### config.mk
export PLATFORM = sky130hd
export DESIGN_NAME = zero_mute_ctrl
export DESIGN_NICKNAME = d
export VERILOG_FILES = /design/src/rtl/zmute_pkg.sv /design/src/rtl/zero_run_cnt.sv /design/src/rtl/warmup_timer.sv /design/src/rtl/zero_mute_ctrl.sv
export SDC_FILE = /design/constraint.sdc
export NUM_CORES = 1
export LEC_CHECK = 0
export ABC_AREA = 1
export ABC_CLOCK_PERIOD_IN_PS = 1900
export BUFFER_PORTS_ARGS = -buffer_cell sky130_fd_sc_hd__clkbuf_2
export CELL_PAD_IN_SITES_DETAIL_PLACEMENT = 2
export CELL_PAD_IN_SITES_GLOBAL_PLACEMENT = 2
export CORE_ASPECT_RATIO = 1.1
export CORE_UTILIZATION = 28
export CTS_CLUSTER_SIZE = 40
export DETAILED_ROUTE_END_ITERATION = 12
export PLACE_DENSITY_LB_ADDON = 0.05
export SLEW_MARGIN = 20
export SYNTH_ARGS = -nofsm -noshare
export SYNTH_HDL_FRONTEND = slang
export SYNTH_SLANG_ARGS = --single-unit
### constraint.sdc
create_clock -name clk_i -period 1.9 [get_ports clk_i]
set_input_delay 0.38 -clock clk_i [delete_from_list [all_inputs] [get_ports clk_i]]
set_output_delay 0.38 -clock clk_i [all_outputs]
set_load 0.005 [all_outputs]
### src/rtl/zmute_pkg.sv
package zmute_pkg;
  typedef enum logic [1:0] {
    PWR_OFF       = 2'd0,
    PWR_RAMP_UP   = 2'd1,
    PWR_RUN       = 2'd2,
    PWR_RAMP_DOWN = 2'd3
  } pwr_state_e;
endpackage

### src/rtl/zero_run_cnt.sv
module zero_run_cnt #(
  parameter int SAMPLE_W = 24,
  parameter int RUN_LEN  = 512
) (
  input  logic                clk_i,
  input  logic                rst_ni,
  input  logic                strobe_i,
  input  logic [SAMPLE_W-1:0] sample_i,
  output logic                sat_next_o
);
  localparam int CW = $clog2(RUN_LEN + 1);
  localparam logic [CW-1:0] SAT = CW'(RUN_LEN);

  logic [CW-1:0] cnt_q, cnt_d;

  always_comb begin
    cnt_d = cnt_q;
    if (strobe_i) begin
      if (sample_i != '0) cnt_d = '0;
      else if (cnt_q != SAT) cnt_d = cnt_q + 1'b1;
    end
  end

  always_ff @(posedge clk_i or negedge rst_ni) begin
    if (!rst_ni) cnt_q <= '0;
    else         cnt_q <= cnt_d;
  end

  assign sat_next_o = (cnt_d == SAT);
endmodule

### src/rtl/warmup_timer.sv
module warmup_timer #(
  parameter int DLY = 2000
) (
  input  logic clk_i,
  input  logic rst_ni,
  input  logic run_i,
  input  logic strobe_i,
  output logic done_next_o
);
  localparam int CW = $clog2(DLY + 1);
  localparam logic [CW-1:0] LAST = CW'(DLY);

  logic [CW-1:0] cnt_q, cnt_d;

  always_comb begin
    cnt_d = cnt_q;
    if (!run_i)                       cnt_d = '0;
    else if (strobe_i && cnt_q != LAST) cnt_d = cnt_q + 1'b1;
  end

  always_ff @(posedge clk_i or negedge rst_ni) begin
    if (!rst_ni) cnt_q <= '0;
    else         cnt_q <= cnt_d;
  end

  assign done_next_o = (cnt_d == LAST);
endmodule

### src/rtl/zero_mute_ctrl.sv
module zero_mute_ctrl
  import zmute_pkg::*;
#(
  parameter int NUM_CH   = 6,
  parameter int SAMPLE_W = 24,
  parameter int ZERO_RUN = 512,
  parameter int WARM_DLY = 2000
) (
  input  logic                       clk_i,
  input  logic                       rst_ni,
  input  logic                       sample_valid_i,
  input  logic [NUM_CH*SAMPLE_W-1:0] samples_i,
  input  logic                       ratio_ok_i,
  input  logic [1:0]                 pwr_state_i,
  output logic                       mute_o,
  output logic                       audio_en_o,
  output logic [NUM_CH*SAMPLE_W-1:0] samples_o
);
  localparam int BUS_W = NUM_CH * SAMPLE_W;

  logic [NUM_CH-1:0] ch_sat_next;
  logic              run;
  logic              warm_done_next;
  logic              en_d;
  logic              data_mute_d;
  logic              data_mute_q;

  for (genvar g = 0; g < NUM_CH; g++) begin : g_ch
    zero_run_cnt #(
      .SAMPLE_W(SAMPLE_W),
      .RUN_LEN (ZERO_RUN)
    ) i_zrun (
      .clk_i     (clk_i),
      .rst_ni    (rst_ni),
      .strobe_i  (sample_valid_i),
      .sample_i  (samples_i[g*SAMPLE_W +: SAMPLE_W]),
      .sat_next_o(ch_sat_next[g])
    );
  end

  assign run = ratio_ok_i && (pwr_state_i == PWR_RUN);

  warmup_timer #(
    .DLY(WARM_DLY)
  ) i_warm (
    .clk_i      (clk_i),
    .rst_ni     (rst_ni),
    .run_i      (run),
    .strobe_i   (sample_valid_i),
    .done_next_o(warm_done_next)
  );

  assign en_d        = run && warm_done_next;
  assign data_mute_d = &ch_sat_next;

  always_ff @(posedge clk_i or negedge rst_ni) begin
    if (!rst_ni) begin
      mute_o      <= 1'b1;
      audio_en_o  <= 1'b0;
      data_mute_q <= 1'b0;
      samples_o   <= '0;
    end else begin
      mute_o      <= !en_d || data_mute_d;
      audio_en_o  <= en_d;
      data_mute_q <= data_mute_d;
      if (!en_d)               samples_o <= BUS_W'(0);
      else if (sample_valid_i) samples_o <= samples_i;
    end
  end
endmodule

==> flow_summary.ini, run 1 <==
[status]
status = finished, violations left
violations = negative setup slack

[detailed_routing]
drtAntennaViolNets = 0
wl_mm = 45.7
drc_errors = 0
wire_per_inst_um = 18.0
vias = 11637
avgViaCountPerCell = 4.60
drtIter0Drc = 200
drtPass1Iterations = 4

[global_routing]
grt_pass1_wl_mm = 71.9
antenna_found_initial = 1
gr-total-overflow = 0
grtUsageTotal_pct = 21.7
grt_pass1_vias = 13447
grt_max_degree = 75

[setup_path]
crit_path_max_fanout = 25
cp_num_buf_inv = 6
end_kind = register
critPathKind = register to register
max_stage_delay_ps = 440
arrival_ps = 2740
crit_chain = inv_2 -> ha_4 -> nand4_4 -> nand2_4 -> buf_6 -> nand2_2 -> nand2_1 -> inv_2 -> nor2_2 -> buf_6 -> nand4_4 -> buf_12 -> buf_16 -> nor2_1
cp-start-kind = register
cp_data_required_time_ps = 2390
critPathTopFamily = simple AND/OR/NAND/NOR gates
crit_slowest_cell = dfrtp_2

[cells_and_area]
fin_cells = 2532
post-route-util_pct = 42.7
syn2layout_area_growth_pct = 50.2
multi_input_area_um2 = 5450
layout-drive-gt1-share_pct = 38.5
fill_cells = 4647
fin_nets = 2161
stdcell_area_um2 = 17200
regArea_um2 = 5440

[clocking]
h-tree-depth = 1
clock_latency_ps = 560
clockBufferDepth = 3
clkSinkCount = 217
clk_pin_slew_worst_paths_ps = 60
cts_buffers = 28
cts_tree = done
cts-root-buf = clkbuf_16

[yosys]
synth_top_area_cell = dfrtp_1
ys_types = 35
synth_seq_cells = 217
netlist.area_leader.share_pct = 47.2
syn_nets = 1572
syn-cell-area_um2 = 11400
postSynthAreaPerCell_um2 = 8.13
syn_inst = 1408
synth_warnings = 0
synth_ff_type = dfrtp_1
ys_top_cells_by_area = dfrtp_1 (47%), mux2i_1 (11%), nor2_1 (9.3%)
synth_async_sr_flop_share_pct = 100
synth.most_common_cell = nor2_1
ys_top_cells_by_count = nor2_1 (285), nand2_1 (278), dfrtp_1 (216)
seq_area_frac_synth_pct = 47.4
synth_enable_flop_cells = 0

[sta]
hold_violations = 0
rsz0062_at_grt = true
slew_viol_final = 0
period_share_pct = 119
max_freq_mhz = 444
tightest_slew_ps = 568
skew_ps = 13.5
finalSetupViolCount = 146
timing.final.crit_period_ps = 2250
tns_ps = -44940
relSlewSlack_pct = 62.2
worst_slack_ps = -352

[pwr]
power.leakage_nw = 9.56
vdd_drop_max_v = 0.000783
power_density_nw_per_um2 = 682
p_total_mw = 11.7

[die]
dieHeight_um = 214
core-area_um2 = 40300
start_util_pct = 28.4
pin_count = 296
fp.dieArea_um2 = 41700
row_count = 77
die_w_um = 195

[run]
drv_cap = 0

[placement]
dpl.hpwl_mm = 34.5
dp.cells = 2471
gp_congestion = 0.803
numPortBuffers = 295
placed_area_um2 = 15800

[min_path]
hold_path_class = input port to register
[metrics by stage]
| step | hold slack [ps] | setup WS [ps] |
|---|---|---|
| final | 100 | -352 |
| after global routing | 104 | -515 |
| after CTS | 73.0 | -367 |
| after detailed placement | 344 | -393 |
| after global placement | 336 | -377 |
| after floorplan | 84.4 | -89.1 |
[worst paths after layout]
path | startpoint | to | slack [ps] | cells after the start
max in group asynchronous | rst_ni | samples_o[96] | 910 | 3
min | samples_i[14] | samples_o[14] | 100 | 3
max reg2reg | i_warm.cnt_q[1] | samples_o[125] | -350 | 14
max | i_warm.cnt_q[1] | samples_o[125] | -350 | 14
min in group asynchronous | rst_ni | i_warm.cnt_q[1] | 330 | 2
min reg2reg | samples_o[137] | samples_o[137] | 540 | 2
[area by class of cell]
type | instances | area share (%)
diodes | 1 | 0.0146
flip-flops and latches | 217 | 31.6
clock inverters | 12 | 0.815
repair buffers | 600 | 23.7
multi-input cells | 984 | 31.7
inverters | 166 | 3.65
well taps | 513 | 3.73
clock buffers | 39 | 4.73
[power by group]
group          switching (mW)  internal (mW)  total, mW
combinational           0.769          0.671       1.44
clock                    2.22           3.37       5.59
sequential             0.0308           4.66       4.69
total                    3.02           8.71       11.7
[per-layer routing]
layer	part of all wire (%)	up-vias	GRT usage, %	wire, um
met3	5.5	66	5.33	2530
li1	-	5611	-	-
met5	0	-	0	0
met2	53	203	40.5	24200
met4	2.3	0	6.09	1040
met1	39	5757	24.1	17900
[repair_timing]
action / CTS / global route
resized for setup: 11 / 81
gates cloned: 0 / 2
hold endpoints to repair: 39 / 0
hold buffers: 1 / 0
pin swaps: 0 / 8
buffers inserted: 1 / 5
setup endpoints to repair: 146 / 147
[registers in the layout, summed over array words and instances (netlist names)]
| register | flops |
|---|---|
| audio_en_o | 1 |
| g_ch.i_zrun.cnt_q | 60 |
| i_warm.cnt_q | 11 |
| samples_o | 144 |
| mute_o | 1 |
[tightest hold or removal path, cell delays in order]
cell      delay (ps)
clkbuf_2          90
mux2i_1           60
nor2_1            90
[placed cells by master (no fill, tap or decap), types with 10 or more instances in the layout]
master | synthesis | routed
buf_12 | 0 | 14
nand2_2 | 0 | 12
nand3_1 | 121 | 113
inv_1 | 162 | 159
clkbuf_2 | 0 | 293
clkbuf_16 | 0 | 31
nor2_1 | 285 | 259
dfrtp_1 | 216 | 213
nand2_1 | 278 | 266
nor2_2 | 60 | 76
ha_1 | 14 | 12
nor3_1 | 13 | 10
xor2_1 | 13 | 12
nor2_4 | 0 | 10
buf_4 | 0 | 278
o21ai_0 | 33 | 31
mux2i_1 | 126 | 126
nand4_1 | 14 | 14
[cells by family (layout without fill, tap and decap cells)]
family          Yosys count  in the layout  share of synthesized area [%]
mux                     126            126                           11.0
compound gates           43             43                           1.98
fa+ha+maj                14             14                           1.53
xor+xnor                 16             16                           1.22
flops                   217            217                           47.4
buf+inv                 207            817                           7.40
other cells               0              1                              0
simple gates            785            785                           29.4
Power figures use the tool's default switching activity.
==> run 2, diff against run 1 <==
--- a/config.mk
+++ b/config.mk
@@ -14,6 +14,7 @@
 export CORE_UTILIZATION = 28
 export CTS_CLUSTER_SIZE = 40
 export DETAILED_ROUTE_END_ITERATION = 12
+export GPL_TIMING_DRIVEN = 0
 export PLACE_DENSITY_LB_ADDON = 0.05
 export SLEW_MARGIN = 20
 export SYNTH_ARGS = -nofsm -noshare
==> run 2 against run 1 <==
Compared with the run above: the run still ends with negative setup slack left; setup slack worse by 130 ps; power is 1.2% lower; first-iteration DRC count is 35% higher; hold slack better by 3.6 ps; utilization is 2.0 points lower; via count is 5.6% lower; combinational power is 10% lower; non-clock buffer count is 192 lower; wire length is 2.2% lower; critical path depth is 1 lower; sequential cell count stayed put; clock skew is 1.9 ps higher.
==> flow_summary.ini, run 2 (synthesis results as in run 1) <==
[die]
fp.dieArea_um2 = 41700
die_w_um = 195
core-area_um2 = 40300
dieHeight_um = 214
row_count = 77
pin_count = 296
start_util_pct = 28.4

[pwr]
power_density_nw_per_um2 = 708
vdd_drop_max_v = 0.000672
p_total_mw = 11.6
power.leakage_nw = 8.70

[clocking]
clkSinkCount = 217
clk_pin_slew_worst_paths_ps = 60
clock_latency_ps = 560
cts_tree = done
cts-root-buf = clkbuf_16
h-tree-depth = 1
cts_buffers = 28
clockBufferDepth = 3

[setup_path]
critPathKind = register to register
ff2ff_setup_slack_ps = -480
cp-start-kind = register
arrival_ps = 2870
end_kind = register
r2r-end = samples_o[99]
cp_data_required_time_ps = 2390
crit_path_max_fanout = 8
worst_r2r_path_depth = 13
timing.rr.start = i_warm.cnt_q[6]

[min_path]
min_from = samples_i[44]
hold_path_class = input port to register
holdPathEnd = samples_o[44]
hold_path_depth = 3

[sta]
rsz0062_at_grt = true
hold_violations = 0
tightest_slew_ps = 905
max_freq_mhz = 420
finalSetupViolCount = 146
skew_ps = 15.5
worst_slack_ps = -481
hold_ws_ps = 104
timing.final.crit_period_ps = 2380
period_share_pct = 125
relSlewSlack_pct = 39.5
slew_viol_final = 0

[placement]
place_ws_ps = -1240
dpl.hpwl_mm = 32.2
numPortBuffers = 295
gp_congestion = 0.758
placed_area_um2 = 13700

[detailed_routing]
vias = 10982
drtIter0Drc = 269
avgViaCountPerCell = 4.69
wire_per_inst_um = 19.1
drtAntennaViolNets = 0
wl_mm = 44.7
met2_length_mm = 23.0
drc_errors = 0
met3_length_mm = 3.01
wl_met1_mm = 17.5
drtPass1Iterations = 4
routed.top_layer = met5

[cells_and_area]
final_common_cell = clkbuf_2
mostFrequentLayoutCells = clkbuf_2 (299), nand2_1 (261), dfrtp_1 (210)
regMostFlops = samples_o
post-route-util_pct = 40.6
largest_register_ffs = 144
syn2layout_area_growth_pct = 43.0
stdcell_area_um2 = 16400
layout-drive-gt1-share_pct = 36.5
fin_nets = 1969
reg_top3 = samples_o: 144 flops, g_ch.i_zrun.cnt_q: 60 flops, i_warm.cnt_q: 11 flops

[global_routing]
grt_max_degree = 78
grt_pass1_vias = 12373
antenna_found_initial = 5
grtUsageTotal_pct = 21.2
gr-total-overflow = 0
grt_pass1_wl_mm = 69.8

[status]
violations = negative setup slack
status = finished, violations left

[run]
drv_cap = 0
[run 2: per-stage QoR]
stage / TNS [ps] / cells
2_1_floorplan: -7360 / 1408
5_1_grt: -91000 / 2339
6_report: -62950 / 2340
4_1_cts: -58490 / 2323
3_5_place_dp: -171620 / 2219
3_3_place_gp: -1169680 / 2216
[run 2: worst max-delay path by stage]
stage | from | depth (start not counted) | endpoint | slack (ps)
after CTS | i_warm.cnt_q[7] | 13 | samples_o[20] | -440
after global placement | rst_ni | 1 | samples_o[126] | -4690
after floorplan | i_warm.cnt_q[0] | 13 | samples_o[106] | -90
after detailed placement | sample_valid_i | 13 | mute_o | -1240
final | i_warm.cnt_q[6] | 13 | samples_o[99] | -480
after global routing | i_warm.cnt_q[6] | 13 | samples_o[24] | -670
[run 2: worst max-delay path, cell delays in order (launching register included)]
cell	delay, ps
dfrtp_1	380
buf_4	120
buf_4	120
nand2_1	70
nor4_2	340
xor2_1	120
nand2_1	100
nand3_2	90
nor2_2	230
nand4_4	140
buf_12	180
buf_12	160
clkbuf_16	170
nor2_2	70
[run 2: final cells by class]
type / instances / area [um2]
multi-input cells: 984 / 5960
clock inverters: 8 / 100
well taps: 513 / 642
clock buffers: 43 / 868
flip-flops and latches: 217 / 5440
diodes: 1 / 2.50
plain buffers: 40 / 430
fillers: 4557 / 23900
repair buffers: 368 / 2300
inverters: 166 / 629
[run 2: report_power, final]
| group | total [mW] | switching (mW) | leakage (nW) | internal, mW |
|---|---|---|---|---|
| Combinational | 1.29 | 0.778 | 5.23 | 0.510 |
| Clock | 5.58 | 2.19 | 0.465 | 3.40 |
| Sequential | 4.71 | 0.0497 | 3.00 | 4.66 |
| Total | 11.6 | 3.01 | 8.70 | 8.57 |
[run 2: layer usage]
layer,GRT usage [%],up-vias
li1,-,5234
met1,24.1,5471
met2,38.2,200
met3,6.51,69
met4,5.35,8
met5,0,-
[run 2: timing repair]
action                                  in CTS  in global routing
resized for setup                          209                 81
setup buffers                               46                 14
hold endpoints to repair                    29                  0
gates cloned                                 8                  3
hold buffers                                 1                  0
pin swaps                                   31                 24
endpoints found under the setup margin     152                147
==> run 3, diff against run 2 <==
--- a/config.mk
+++ b/config.mk
@@ -6,12 +6,12 @@
 export NUM_CORES = 1
 export LEC_CHECK = 0
 export ABC_AREA = 1
-export ABC_CLOCK_PERIOD_IN_PS = 1900
+export ABC_CLOCK_PERIOD_IN_PS = 2300
 export BUFFER_PORTS_ARGS = -buffer_cell sky130_fd_sc_hd__clkbuf_2
 export CELL_PAD_IN_SITES_DETAIL_PLACEMENT = 2
 export CELL_PAD_IN_SITES_GLOBAL_PLACEMENT = 2
 export CORE_ASPECT_RATIO = 1.1
-export CORE_UTILIZATION = 28
+export CORE_UTILIZATION = 31
 export CTS_CLUSTER_SIZE = 40
 export DETAILED_ROUTE_END_ITERATION = 12
 export GPL_TIMING_DRIVEN = 0
==> constraint.sdc (replaced) <==
create_clock -name clk_i -period 2.3 [get_ports clk_i]
set_input_delay 0.46 -clock clk_i [delete_from_list [all_inputs] [get_ports clk_i]]
set_output_delay 0.46 -clock clk_i [all_outputs]
set_load 0.005 [all_outputs]
==> run 3 against run 2 <==
Compared with the run above: the flow still finishes with violations (negative setup slack); clock skew decreased by 7.1 ps; non-clock buffer count decreased by 11; combinational power fell by 19%; design area up 0.78%; utilization grew 4.8 points; critical endpoint is now samples_o[25]; largest power group unchanged.
==> flow_summary.ini, run 3 (synthesis results as in run 1) <==
[placement]
place_ws_ps = -866
numPortBuffers = 295
gp_congestion = 0.772
dpl.hpwl_mm = 31.8

[sta]
period_share_pct = 104
worst_slack_ps = -84.5
hold_ws_ps = 192
relSlewSlack_pct = 41.1
max_freq_mhz = 419
finalSetupViolCount = 143
slew_viol_final = 0
tns_ps = -6240
skew_ps = 8.36
hold_violations = 0
tightest_slew_ps = 881
rsz0062_at_grt = true
timing.final.crit_period_ps = 2380

[die]
row_count = 73
die_w_um = 185
start_util_pct = 31.6
fp.dieArea_um2 = 37700
pin_count = 296
dieHeight_um = 204
core-area_um2 = 36300

[cells_and_area]
final_common_cell = clkbuf_2
largest_register_ffs = 144
regMostFlops = samples_o
mostFrequentLayoutCells = clkbuf_2 (299), nand2_1 (263), dfrtp_1 (211)
layout-drive-gt1-share_pct = 36.3
reg_top3 = samples_o: 144 flops, g_ch.i_zrun.cnt_q: 60 flops, i_warm.cnt_q: 11 flops
syn2layout_area_growth_pct = 44.1
fin_nets = 1958
antennaDiodeCount = 0
post-route-util_pct = 45.5

[setup_path]
crit_chain = clkbuf_2 -> buf_2 -> buf_2 -> buf_2 -> clkbuf_1 -> mux2i_1 -> nor2_4
end_kind = register
cp-start-kind = input port
max_stage_delay_ps = 640
critPathTopFamily = buffers and inverters
r2r-end = samples_o[141]
timing.rr.start = i_warm.cnt_q[4]
crit_slowest_cell = clkbuf_1
ff2ff_setup_slack_ps = -80
cpMostUsedCell = buf_2
crit_path_max_fanout = 10
arrival_ps = 2810
cp_data_required_time_ps = 2730
critPathKind = input port to register
worst_r2r_path_depth = 13
startpoint = sample_valid_i
cp_num_buf_inv = 5

[detailed_routing]
avgViaCountPerCell = 4.81
drtIter0Drc = 269
drc_errors = 0
drtPass1Iterations = 4
vias = 11070
wire_per_inst_um = 19.9
drtAntennaViolNets = 0
wl_mm = 45.9

[clocking]
h-tree-depth = 1
cts-root-buf = clkbuf_16
clk_pin_slew_worst_paths_ps = 60
clkSinkCount = 217
cts_buffers = 28
clockBufferDepth = 3
clock_latency_ps = 550
cts_tree = done

[global_routing]
gr-total-overflow = 0
grt_pass1_vias = 12394
antenna_found_initial = 3
grtUsageTotal_pct = 23.5
grt_max_degree = 83
grt_pass1_wl_mm = 68.6

[status]
status = finished, violations left
violations = negative setup slack

[min_path]
min_from = samples_i[44]
holdPathEnd = samples_o[44]
hold_path_class = input port to register
hold_path_depth = 3

[pwr]
vdd_drop_max_v = 0.000511
power.leakage_nw = 8.68
power_density_nw_per_um2 = 566

[run]
drv_cap = 0
[run 3: changes by cell type in the layout (fill, tap and decap cells not counted), sizes merged]
cell / previous run / this run
clkinv: 3 / 11
diode: 1 / 0
clkbuf: 360 / 361
clkinvlp: 4 / 1
buf: 90 / 75
bufinv: 2 / 1
[run 3: report_power, final]
group	leakage, nW	internal, mW	switching (mW)	total, mW
Combinational	5.22	0.389	0.661	1.05
Clock	0.454	2.57	1.83	4.40
Sequential	3.01	3.85	0.0402	3.89
[run 3: per-stage QoR]
| stage | instance area [um2] | power [mW] | std cells |
|---|---|---|---|
| floorplan | 11400 | 4.41 | 1408 |
| global placement | 13500 | 4.81 | 2190 |
| detailed placement | 13600 | 4.85 | 2192 |
| CTS | 15400 | 9.35 | 2269 |
| global route | 16500 | 9.73 | 2303 |
| finish | 16500 | 9.34 | 2303 |
[run 3: final cells by class]
cell class                 count  area, um2
clock inverter                12       91.3
buffer                        41        457
timing repair buffer         356       2290
multi-input combinational    984       6170
tap                          487        609
fill                        4043      19800
inverter                     166        623
sequential                   217       5440
clock buffer                  40        817
[run 3: what timing repair did]
| action | CTS | global route |
|---|---|---|
| hold buffers | 1 | 0 |
| setup endpoints to repair | 145 | 145 |
| gates resized for setup | 157 | 192 |
| endpoints found under the hold margin | 58 | 0 |
| pin swaps | 10 | 34 |
| buffers inserted | 16 | 27 |
| gates cloned | 8 | 8 |
[run 3: worst max-delay path by stage]
stage | endpoint | slack [ps] | cells past startpoint
5_1_grt | samples_o[76] | -240 | 14
2_1_floorplan | samples_o[106] | 260 | 13
3_3_place_gp | samples_o[128] | -4180 | 1
6_report | samples_o[25] | -80 | 7
4_1_cts | samples_o[54] | -50 | 13
3_5_place_dp | mute_o | -870 | 13
[run 3: routing by layer]
layer / wire, um / GRT usage, % / up-vias
li1: - / - / 5231
met1: 17900 / 27.1 / 5584
met2: 24500 / 42.5 / 199
met3: 2700 / 6.55 / 54
met4: 793 / 5.25 / 2
met5: 13 / 0 / -
[run 3: worst reg2reg max path, cell delays in order (launching register included)]
cell and delay, ps:
dfrtp_1 410, inv_2 80, nor3_4 190, nand4_4 190, nand2_4 170, nand2_2 70
nand3_2 70, nand3_2 110, nor3_4 260, nand4_4 150, buf_4 170, buf_12 150
clkbuf_16 210, nor2_1 80
